--- config.mk ---
export PLATFORM = sky130hd
export DESIGN_NAME = bct_timer
export DESIGN_NICKNAME = d
export VERILOG_FILES = /design/src/rtl/bct_pkg.sv /design/src/rtl/bct_prescaler.sv /design/src/rtl/bct_rdlatch.sv /design/src/rtl/bct_channel.sv /design/src/rtl/bct_timer.sv
export SDC_FILE = /design/constraint.sdc
export NUM_CORES = 1
export LEC_CHECK = 0
export CAP_MARGIN = 20
export CORE_ASPECT_RATIO = 1.75
export CORE_MARGIN = 2
export CORE_UTILIZATION = 25
export CTS_CLUSTER_DIAMETER = 40
export DETAILED_ROUTE_END_ITERATION = 10
export GPL_TIMING_DRIVEN = 1
export SYNTH_ARGS = -nofsm -noshare
export SYNTH_HDL_FRONTEND = slang
export SYNTH_SLANG_ARGS = --single-unit
--- constraint.sdc ---
create_clock -name clk -period 2.3 [get_ports clk]
set_input_delay 0.46 -clock clk [delete_from_list [all_inputs] [get_ports clk]]
set_output_delay 0.46 -clock clk [all_outputs]
set_load 0.01 [all_outputs]
--- src/rtl/bct_pkg.sv ---
// Package: register addresses shared by the timer, its checker and its users.
// Assumes a 3-bit register address space.
package bct_pkg;
    localparam int AW = 3;
    localparam logic [AW-1:0] A_TCTL = 3'd0;
    localparam logic [AW-1:0] A_CNTH = 3'd1;
    localparam logic [AW-1:0] A_CNTL = 3'd2;
    localparam logic [AW-1:0] A_CCTL = 3'd3;
    localparam logic [AW-1:0] A_CHVH = 3'd4;
    localparam logic [AW-1:0] A_CHVL = 3'd5;
endpackage

--- src/rtl/bct_prescaler.sv ---
// Prescaler: free-running phase counter that emits a one-cycle tick every
// 2^psc_sel cycles while run is high. Assumes psc_sel < 2^PSW.
module bct_prescaler #(
    parameter int PSW = 3
) (
    input  logic           clk,
    input  logic           rst_n,
    input  logic           run,
    input  logic           clear,
    input  logic [PSW-1:0] psc_sel,
    output logic           tick
);
    localparam int PCW = (1 << PSW) - 1;

    logic [PCW-1:0] phase;
    logic [PCW-1:0] mask;

    // Low psc_sel bits of the phase form the division window.
    always_comb begin
        mask = ~({PCW{1'b1}} << psc_sel);
        tick = run && ((phase & mask) == mask);
    end

    // Phase advances only while running; a clear restarts it.
    always_ff @(posedge clk) begin
        if (!rst_n)     phase <= '0;
        else if (clear) phase <= '0;
        else if (run)   phase <= phase + 1'b1;
    end
endmodule

--- src/rtl/bct_rdlatch.sv ---
// Read-coherency holder: saves the low byte when the high byte is read and
// hands it back on the next low-byte read. Assumes the caller already masks
// rd_hi/rd_lo during debug halt.
module bct_rdlatch #(
    parameter int DW = 8
) (
    input  logic          clk,
    input  logic          rst_n,
    input  logic          rd_hi,
    input  logic          rd_lo,
    input  logic          clear,
    input  logic [DW-1:0] live_lo,
    output logic          held,
    output logic [DW-1:0] held_lo
);
    // Clear wins, then a high read captures, then a low read releases.
    always_ff @(posedge clk) begin
        if (!rst_n) begin
            held    <= 1'b0;
            held_lo <= '0;
        end else if (clear) begin
            held <= 1'b0;
        end else if (rd_hi) begin
            held    <= 1'b1;
            held_lo <= live_lo;
        end else if (rd_lo) begin
            held <= 1'b0;
        end
    end
endmodule

--- src/rtl/bct_channel.sv ---
// Capture/compare channel with a two-byte write buffer. Assumes cap_in is
// synchronous to clk and that only one byte strobe is active per cycle.
module bct_channel #(
    parameter int DW = 8
) (
    input  logic            clk,
    input  logic            rst_n,
    input  logic            tick,
    input  logic            clk_off,
    input  logic [2*DW-1:0] count,
    input  logic            wr_ctl,
    input  logic            wr_hi,
    input  logic            wr_lo,
    input  logic [DW-1:0]   wdata,
    input  logic            cap_in,
    output logic [2*DW-1:0] chv,
    output logic            flag,
    output logic            cap_mode,
    output logic            cmp_out
);
    localparam int CW = 2 * DW;

    logic [DW-1:0] buf_hi, buf_lo, nxt_hi, nxt_lo;
    logic          got_hi, got_lo, pend, cap_q;
    logic          cmp_mode, pair_done, cap_hit, cmp_hit;
    logic [CW-1:0] cnt_next;

    // Event decode: completed pair, capture edge and compare hit.
    always_comb begin
        cmp_mode  = !cap_mode;
        nxt_hi    = wr_hi ? wdata : buf_hi;
        nxt_lo    = wr_lo ? wdata : buf_lo;
        pair_done = cmp_mode && (wr_hi || wr_lo) && (got_hi || wr_hi) && (got_lo || wr_lo);
        cap_hit   = cap_mode && cap_in && !cap_q;
        cnt_next  = count + 1'b1;
        cmp_hit   = cmp_mode && tick && (cnt_next == chv);
    end

    // Edge history for the capture input.
    always_ff @(posedge clk) begin
        if (!rst_n) cap_q <= 1'b0;
        else        cap_q <= cap_in;
    end

    // Byte buffer contents; filled only in compare mode.
    always_ff @(posedge clk) begin
        if (!rst_n) begin
            buf_hi <= '0;
            buf_lo <= '0;
        end else begin
            if (cmp_mode && wr_hi) buf_hi <= wdata;
            if (cmp_mode && wr_lo) buf_lo <= wdata;
        end
    end

    // Tracks which bytes of the current pair have arrived.
    always_ff @(posedge clk) begin
        if (!rst_n) begin
            got_hi <= 1'b0;
            got_lo <= 1'b0;
        end else if (pair_done) begin
            got_hi <= 1'b0;
            got_lo <= 1'b0;
        end else begin
            if (cmp_mode && wr_hi) got_hi <= 1'b1;
            if (cmp_mode && wr_lo) got_lo <= 1'b1;
        end
    end

    // Pending transfer waiting for the next counter step.
    always_ff @(posedge clk) begin
        if (!rst_n)                     pend <= 1'b0;
        else if (pair_done)             pend <= !clk_off;
        else if (pend && tick && cmp_mode) pend <= 1'b0;
    end

    // Channel value: capture, immediate commit or step-aligned commit.
    always_ff @(posedge clk) begin
        if (!rst_n)                          chv <= '0;
        else if (cap_hit)                    chv <= count;
        else if (pair_done && clk_off)       chv <= {nxt_hi, nxt_lo};
        else if (pend && tick && cmp_mode)   chv <= {buf_hi, buf_lo};
    end

    // Mode bit from channel control bit 0.
    always_ff @(posedge clk) begin
        if (!rst_n)      cap_mode <= 1'b0;
        else if (wr_ctl) cap_mode <= wdata[0];
    end

    // Flag: set events win over a write-one clear.
    always_ff @(posedge clk) begin
        if (!rst_n)                        flag <= 1'b0;
        else if (cap_hit || cmp_hit)       flag <= 1'b1;
        else if (wr_ctl && wdata[DW-1])    flag <= 1'b0;
    end

    // Compare output inverts on each match.
    always_ff @(posedge clk) begin
        if (!rst_n)       cmp_out <= 1'b0;
        else if (cmp_hit) cmp_out <= !cmp_out;
    end
endmodule

--- src/rtl/bct_timer.sv ---
// Top: 16-bit timer with prescaler, one capture/compare channel and byte-wide
// register access with read coherency. Assumes one bus strobe per cycle.
module bct_timer
    import bct_pkg::*;
#(
    parameter int DW  = 8,
    parameter int PSW = 3
) (
    input  logic           clk,
    input  logic           rst_n,
    input  logic [AW-1:0]  bus_addr,
    input  logic           bus_wr,
    input  logic           bus_rd,
    input  logic [DW-1:0]  bus_wdata,
    output logic [DW-1:0]  bus_rdata,
    input  logic [1:0]     clk_sel,
    input  logic [PSW-1:0] psc_sel,
    input  logic           dbg_halt,
    input  logic           cap_in,
    output logic           cmp_out
);
    localparam int CW = 2 * DW;

    logic          wr_tctl, wr_cnt, wr_cctl, wr_vh, wr_vl;
    logic          rd_cnth, rd_cntl, rd_vh, rd_vl;
    logic          clk_off, run, tick;
    logic [CW-1:0] count, chv;
    logic          flag, cap_mode;
    logic          cnt_held, ch_held;
    logic [DW-1:0] cnt_held_lo, ch_held_lo, cctl_rd;

    // Address decode; coherency reads are masked during debug halt.
    always_comb begin
        wr_tctl = bus_wr && (bus_addr == A_TCTL);
        wr_cnt  = bus_wr && ((bus_addr == A_CNTH) || (bus_addr == A_CNTL));
        wr_cctl = bus_wr && (bus_addr == A_CCTL);
        wr_vh   = bus_wr && (bus_addr == A_CHVH);
        wr_vl   = bus_wr && (bus_addr == A_CHVL);
        rd_cnth = bus_rd && !dbg_halt && (bus_addr == A_CNTH);
        rd_cntl = bus_rd && !dbg_halt && (bus_addr == A_CNTL);
        rd_vh   = bus_rd && !dbg_halt && (bus_addr == A_CHVH);
        rd_vl   = bus_rd && !dbg_halt && (bus_addr == A_CHVL);
        clk_off = (clk_sel == 2'b00);
        run     = !clk_off && !dbg_halt;
    end

    bct_prescaler #(.PSW(PSW)) i_psc (
        .clk     (clk),
        .rst_n   (rst_n),
        .run     (run),
        .clear   (wr_cnt),
        .psc_sel (psc_sel),
        .tick    (tick)
    );

    // Main counter: byte write clears, tick advances with natural wrap.
    always_ff @(posedge clk) begin
        if (!rst_n)      count <= '0;
        else if (wr_cnt) count <= '0;
        else if (tick)   count <= count + 1'b1;
    end

    bct_rdlatch #(.DW(DW)) i_cnt_lat (
        .clk     (clk),
        .rst_n   (rst_n),
        .rd_hi   (rd_cnth),
        .rd_lo   (rd_cntl),
        .clear   (dbg_halt && (wr_tctl || wr_cnt)),
        .live_lo (count[DW-1:0]),
        .held    (cnt_held),
        .held_lo (cnt_held_lo)
    );

    bct_rdlatch #(.DW(DW)) i_ch_lat (
        .clk     (clk),
        .rst_n   (rst_n),
        .rd_hi   (rd_vh),
        .rd_lo   (rd_vl),
        .clear   (dbg_halt && wr_cctl),
        .live_lo (chv[DW-1:0]),
        .held    (ch_held),
        .held_lo (ch_held_lo)
    );

    bct_channel #(.DW(DW)) i_ch (
        .clk      (clk),
        .rst_n    (rst_n),
        .tick     (tick),
        .clk_off  (clk_off),
        .count    (count),
        .wr_ctl   (wr_cctl),
        .wr_hi    (wr_vh),
        .wr_lo    (wr_vl),
        .wdata    (bus_wdata),
        .cap_in   (cap_in),
        .chv      (chv),
        .flag     (flag),
        .cap_mode (cap_mode),
        .cmp_out  (cmp_out)
    );

    // Read mux; saved low bytes are used only outside debug halt.
    always_comb begin
        cctl_rd       = '0;
        cctl_rd[DW-1] = flag;
        cctl_rd[0]    = cap_mode;
        case (bus_addr)
            A_TCTL:  bus_rdata = DW'({clk_sel, psc_sel});
            A_CNTH:  bus_rdata = count[CW-1:DW];
            A_CNTL:  bus_rdata = (cnt_held && !dbg_halt) ? cnt_held_lo : count[DW-1:0];
            A_CCTL:  bus_rdata = cctl_rd;
            A_CHVH:  bus_rdata = chv[CW-1:DW];
            A_CHVL:  bus_rdata = (ch_held && !dbg_halt) ? ch_held_lo : chv[DW-1:0];
            default: bus_rdata = '0;
        endcase
    end
endmodule

* Word-level counts from Yosys, hierarchy flattened
Index checks and enable logic that the tools add are counted.
Word-level totals: flip-flop bits (word level) 80, input bits 22, output and inout bits 9, logic and storage cells 100
Operators by class: $add $sub $neg 2, eq/ne operators 7, shift-type cells 1, multiplexer cells 16, bitwise operators 5, reductions and logical operators 53
Operator list (number):
- $mux W16 | 3
- $pmux W8 S6 | 1
- $mux W8 | 4
- $logic_and A1 B1 Y1 | 29
- $add A16 B1 Y16 const B | 1
- $eq A16 B16 Y1 | 1
- $mux W1 | 8
- $reduce_bool A2 Y1 | 4
- $reduce_or A2 Y1 | 4
- $add A7 B1 Y7 const B | 1
- $and A7 B7 Y7 | 1
- $eq A7 B7 Y1 | 1
- $not A7 Y7 | 1
- $shl A7 B3 Y7 const A | 1
- $eq A3 B2 Y1 const B | 2
- $eq A3 B3 Y1 const B | 2
- $logic_or A1 B1 Y1 | 6
- $logic_not A1 Y1 | 5
- $reduce_and A2 Y1 | 2
- $eq A3 B1 Y1 const B | 1
- $logic_not A3 Y1 | 1
- $not A1 Y1 | 3
- $reduce_bool A3 Y1 | 1
- $logic_not A2 Y1 | 1

* Longest topological paths before layout
depth after elaboration 10, depth in mapped cells 10, gate-level depth less buffers 8

* Modules after synthesis
Synthesis repeated with hierarchy kept, for this count alone.
Unflattened totals: cell total of the unflattened synthesis 580, area total of the unflattened synthesis 4650.7 um2
Modules (own cells, without submodules):
- bct_channel | instances 1, cells each 296, area an instance 2193.4 um2, sequential area each 780.7 um2
- bct_timer | instances 1, cells each 163, area an instance 1328.8 um2, sequential area each 320.3 um2
- bct_rdlatch | instances 2, cells each 40, area an instance 390.4 um2, sequential area each 180.2 um2
- bct_prescaler | instances 1, cells each 41, area an instance 347.8 um2, sequential area each 140.1 um2

* Least setup slack after synthesis
OpenSTA, ideal clock, no wires.
kind reg2reg, from register count[1], to register i_ch.cmp_out, library setup time 0.071 ns, arrival 2.292 ns, data required time 2.229 ns, path slack -0.062 ns, cell stages (with the launch flop) 8, path buffers 0, clock period less this slack 2.362 ns, cell sequence dfxtp_1 ha_1 inv_1 or4_4 a2111oi_2 nand3_1 or4b_1 a21oi_1
Between the ends: cells in the longest elaborated chain, start to end 3
RTL lines:
- start, declared | RTL line bct_timer.sv:27 | logic [CW-1:0] count, chv;
- start signal, assigned | RTL line bct_timer.sv:60 | else if (tick) count <= count + 1'b1;
- $add A16 B1 Y16 | RTL line bct_channel.sv:35 | cnt_next = count + 1'b1;
- $eq A16 B16 Y1 | RTL line bct_channel.sv:36 | cmp_hit = cmp_mode && tick && (cnt_next == chv);
- $logic_and A1 B1 Y1 | RTL line bct_channel.sv:36
- end signal, assigned | RTL line bct_channel.sv:101 | else if (cmp_hit) cmp_out <= !cmp_out;
- end, declared | RTL line bct_channel.sv:19 | output logic cmp_out
No other way between the ends. A chain may end at the register's enable or synchronous reset.

* Worst setup path after layout
from register count[0], to register i_ch.cmp_out
Between the ends: cells in the longest elaborated chain, start to end 3
RTL lines:
- $add A16 B1 Y16 | RTL line bct_channel.sv:35
- via i_ch.cnt_next[1] | RTL line bct_channel.sv:26 | logic [CW-1:0] cnt_next;
- $eq A16 B16 Y1 | RTL line bct_channel.sv:36
- $logic_and A1 B1 Y1 | RTL line bct_channel.sv:36
The timed path passes the listed nets, and every way through them passes these cells.

==> out/qor.tcl <==
set qor(status) {finished clean}
set qor(multi_input_area_sq_um) 2980
set qor(num-nets-final) 694
set qor(detailedRoute.firstPassIterationCount) 4
set qor(worst_slew_margin_rel_pct) 70.9
set qor(critical_path.startpoint_type) {flip-flop}
set qor(report.power.total_w) 0.00325
set qor(final_wl_um) 14600
set qor(cts_htree_levels) 3
set qor(hp-class) {flip-flop to flip-flop}
set qor(yosysWarningCount) 0
set qor(synth_compound_gate_area_share_pct) 10.8
set qor(maxClockFrequency_mhz) 439
set qor(grt_overflow_total) 0
set qor(synth_edf_count) 0
set qor(final.period_utilization_pct) 98.9
set qor(detail_route.vias_per_cell) 4.72
set qor(power_switching_w) 0.000748
set qor(postSynthCellCount) 562
set qor(slew_viol_final) 0
set qor(gp_routability_congestion) 0.926
set qor(largest_family_of_logic_cells_by_synthesized_area) {simple AND/OR/NAND/NOR gates}
set qor(design.die.area_sq_um) 19800
set qor(comb_power_share_pct) 8.3
set qor(detailedPlace.worstSlack_ns) -0.594
set qor(die_w_um) 107
set qor(die_height_um) 184
set qor(layout.filler_cells) 1874
set qor(synth_fa_ha_area_share_pct) 0.538
set qor(cellInternalPower_w) 0.00251
set qor(syn-num-nets) 586
set qor(final_antenna_net_count) 0
set qor(post_cts_hold_buffer_count) 0
set qor(cts.sink_count) 80
set qor(initial_antenna_violation_count) 0
set qor(synth_mux_area_share_pct) 19.6
set qor(layout_setup_ws_ns) 0.0245
set qor(fin_crit_ns) 2.28
set qor(timing.setup.critical_path_class) {flip-flop to flip-flop}
set qor(timing_worst_slew_pin_value_ns) 0.435
set qor(tritoncts) {built}
set qor(final_common_cell) {nor2_1}
set qor(post-route-util_pct) 34.8
set qor(clk_latency_ns) 0.35
set qor(regArea_sq_um) 1610
set qor(io_pins) 31
set qor(power.static_leakage_nw) 2.64
set qor(ys.flop_type) {dfxtp_1}
set qor(worst_path_max_fanout) 3
set qor(drt_iter0_drcs) 259
set qor(power_frac_seq_pct) 43.2
set qor(pin_count_of_the_biggest_net_entering_global_routing) 35
set qor(start_util_pct) 25.3
set qor(cts_inserted_buffers) 9
set qor(insertedDiodeCount) 0
set qor(mappedNetlistArea_sq_um) 4650
set qor(clock_power_share_pct) 48.5
set qor(floorplan.rows) 66
set qor(setup-violations-final) 0
set qor(synth_sequential_area_ratio_pct) 34.4
set qor(asr_flop_ratio_synth_pct) 0
set qor(detail_route.drc_violations) 0
set qor(cap_viol_max_count) 0
set qor(unique_cell_type_count_in_the_yosys_netlist) 55
set qor(post_synth_and_or_nand_nor_area_fraction_pct) 22.5
set qor(post-dp-hpwl_um) 11400
set qor(fin_worst_skew_ns) 0.00634
set qor(rsz_0062_raised_after_global_routing) {yes}
set qor(timing.critical_path.arrival_ns) 2.56
set qor(layout_common_cells) {114 x nor2_1, 96 x buf_4, 91 x mux2i_1, 75 x dfxtp_1, 33 x a21oi_1}
set qor(clk_pin_slew_ns) 0.06
set qor(yosys_register_bits) 80
set qor(via_count_of_the_first_global_routing_pass) 4249
set qor(deepest_clock_path_buffer_count) 2
set qor(placement.io_buffers) 30
set qor(ctsRootBufferMaster) {clkbuf_16}
set qor(drt-wirelength-per-cell_um) 16.0
set qor(synth_xor_area_share_pct) 7.53
set qor(final_hold_viol_count) 0
set qor(postSynthAreaPerCell_sq_um) 8.28
set qor(pwr_cell_area_nw_per_um2) 508
set qor(vias) 4305
set qor(placeable_core_area_sq_um) 18400
set qor(grt_pass1_wl_um) 22600
set qor(layout-area-overhead-vs-synth_pct) 37.6
set qor(largest_vdd_supply_drop_v) 0.000301
set qor(switching_share_pct) 23.0
set qor(grtUsageTotal_pct) 15.3
set qor(cp.required_ns) 2.58
set qor(drive_above_1_share_pct) 24.6
set qor(end_kind) {flip-flop}
==> cells by family after synthesis <==
| family | Yosys count |
|---|---|
| buffers and inverters | 49 |
| adder cells (fa/ha/maj) | 2 |
| AND/OR/NAND/NOR | 220 |
| multiplexers | 91 |
| flip-flops | 80 |
| XOR/XNOR | 40 |
| AO/OA/AOI/OAI | 80 |
==> per-stage QoR <==
| stage | hold slack [ns] | area [sq um] | std cells | setup TNS (ns) |
|---|---|---|---|---|
| global route | 0.458 | 6400 | 913 | -0.0818 |
| CTS | 0.451 | 6350 | 913 | 0 |
| floorplan | 0.422 | 4660 | 562 | 0 |
| finish | 0.449 | 6400 | 913 | 0 |
| detailed placement | 0.442 | 5900 | 892 | -15.82 |
| global placement | 0.431 | 5900 | 892 | -15.16 |
==> cells in the mapped netlist, types with 2 or more instances <==
library cell | count | area (sq um)
a21oi_1 | 36 | 180
a311o_1 | 2 | 20.0
a311oi_1 | 2 | 17.5
a31oi_1 | 3 | 18.8
and2_1 | 4 | 25.0
and3_1 | 7 | 43.8
and4_1 | 3 | 26.3
buf_1 | 2 | 7.51
buf_2 | 10 | 50.1
buf_4 | 5 | 37.5
clkbuf_1 | 20 | 75.1
dfxtp_1 | 80 | 1600
ha_1 | 2 | 25.0
inv_1 | 9 | 33.8
mux2i_1 | 91 | 911
nand2_1 | 29 | 109
nand2b_1 | 12 | 75.1
nand3_1 | 10 | 50.1
nand4_1 | 6 | 37.5
nor2_1 | 114 | 428
nor2b_1 | 9 | 56.3
nor3_1 | 7 | 35.0
nor3_2 | 2 | 20.0
nor3b_1 | 2 | 15.0
nor4_1 | 3 | 18.8
o211ai_1 | 3 | 22.5
o21a_1 | 2 | 15.0
o21ai_0 | 15 | 75.1
o221ai_1 | 3 | 26.3
o22a_1 | 4 | 35.0
o22ai_1 | 2 | 12.5
or3_1 | 2 | 12.5
xnor2_1 | 28 | 245
xor2_1 | 12 | 105
==> cell type report <==
cell class | count | area share, %
Multi-Input combinational cell | 433 | 46.6
Sequential cell | 80 | 25.2
Timing Repair Buffer | 135 | 17.9
Tap cell | 238 | 4.65
Clock buffer | 11 | 3.79
Clock inverter | 5 | 1.25
Inverter | 11 | 0.645
==> power by group through the flow <==
stage	sequential, W	combinational, W	clock (W)
final	0.00141	0.000270	0.00158
after global routing	0.00141	0.000292	0.00166
after CTS	0.00141	0.000266	0.00161
after detailed placement	0.00144	0.000263	0
after global placement	0.00144	0.000262	0
after floorplan	0.00144	0.000118	0
==> layer usage <==
metal  vias up  GRT usage (%)  part of all wire (%)
li1       2153              -                     -
met1      2045           15.9                    38
met2        83           28.7                    55
met3        24           2.40                   3.2
met4         0           8.42                   3.7
met5         -              0                     0
==> critical path: stages, from the launching register on <==
cell and delay (ns):
dfxtp_4 0.36, ha_4 0.24, xnor2_1 0.21, o211ai_1 0.13, nor4_1 0.23, nand3_1 0.18
nor4_4 0.26, or4b_1 0.48, a21oi_2 0.12
==> flip-flops by register name (all words and copies together) (netlist names) <==
name / flops
i_ch_lat.held_lo: 8
i_psc.phase: 7
i_ch.buf_lo: 8
i_cnt_lat.held: 1
i_ch.cmp_out: 1
count: 16
i_ch.flag: 1
i_ch.buf_hi: 8
i_ch.got_hi: 1
i_cnt_lat.held_lo: 8
i_ch.pend: 1
i_ch_lat.held: 1
i_ch.got_lo: 1
i_ch.chv: 16
i_ch.cap_mode: 1
i_ch.cap_q: 1
==> path summary, 6_finish.rpt <==
| path | from | end | slack [ns] | cells after the start |
|---|---|---|---|---|
| setup reg to reg | count[0] | i_ch.cmp_out | 0.02 | 8 |
| hold / removal | i_ch.got_lo | i_ch.got_lo | 0.45 | 2 |
| hold reg to reg | i_ch.got_lo | i_ch.got_lo | 0.45 | 2 |
| setup / recovery | count[0] | i_ch.cmp_out | 0.02 | 8 |
==> timing repair <==
action | CTS | global route
endpoints found under the setup margin | 26 | 10
pin swaps | 6 | 9
setup buffers | 5 | 0
gates resized for setup | 52 | 20
Note: power is estimated with default switching activity, not from simulation.
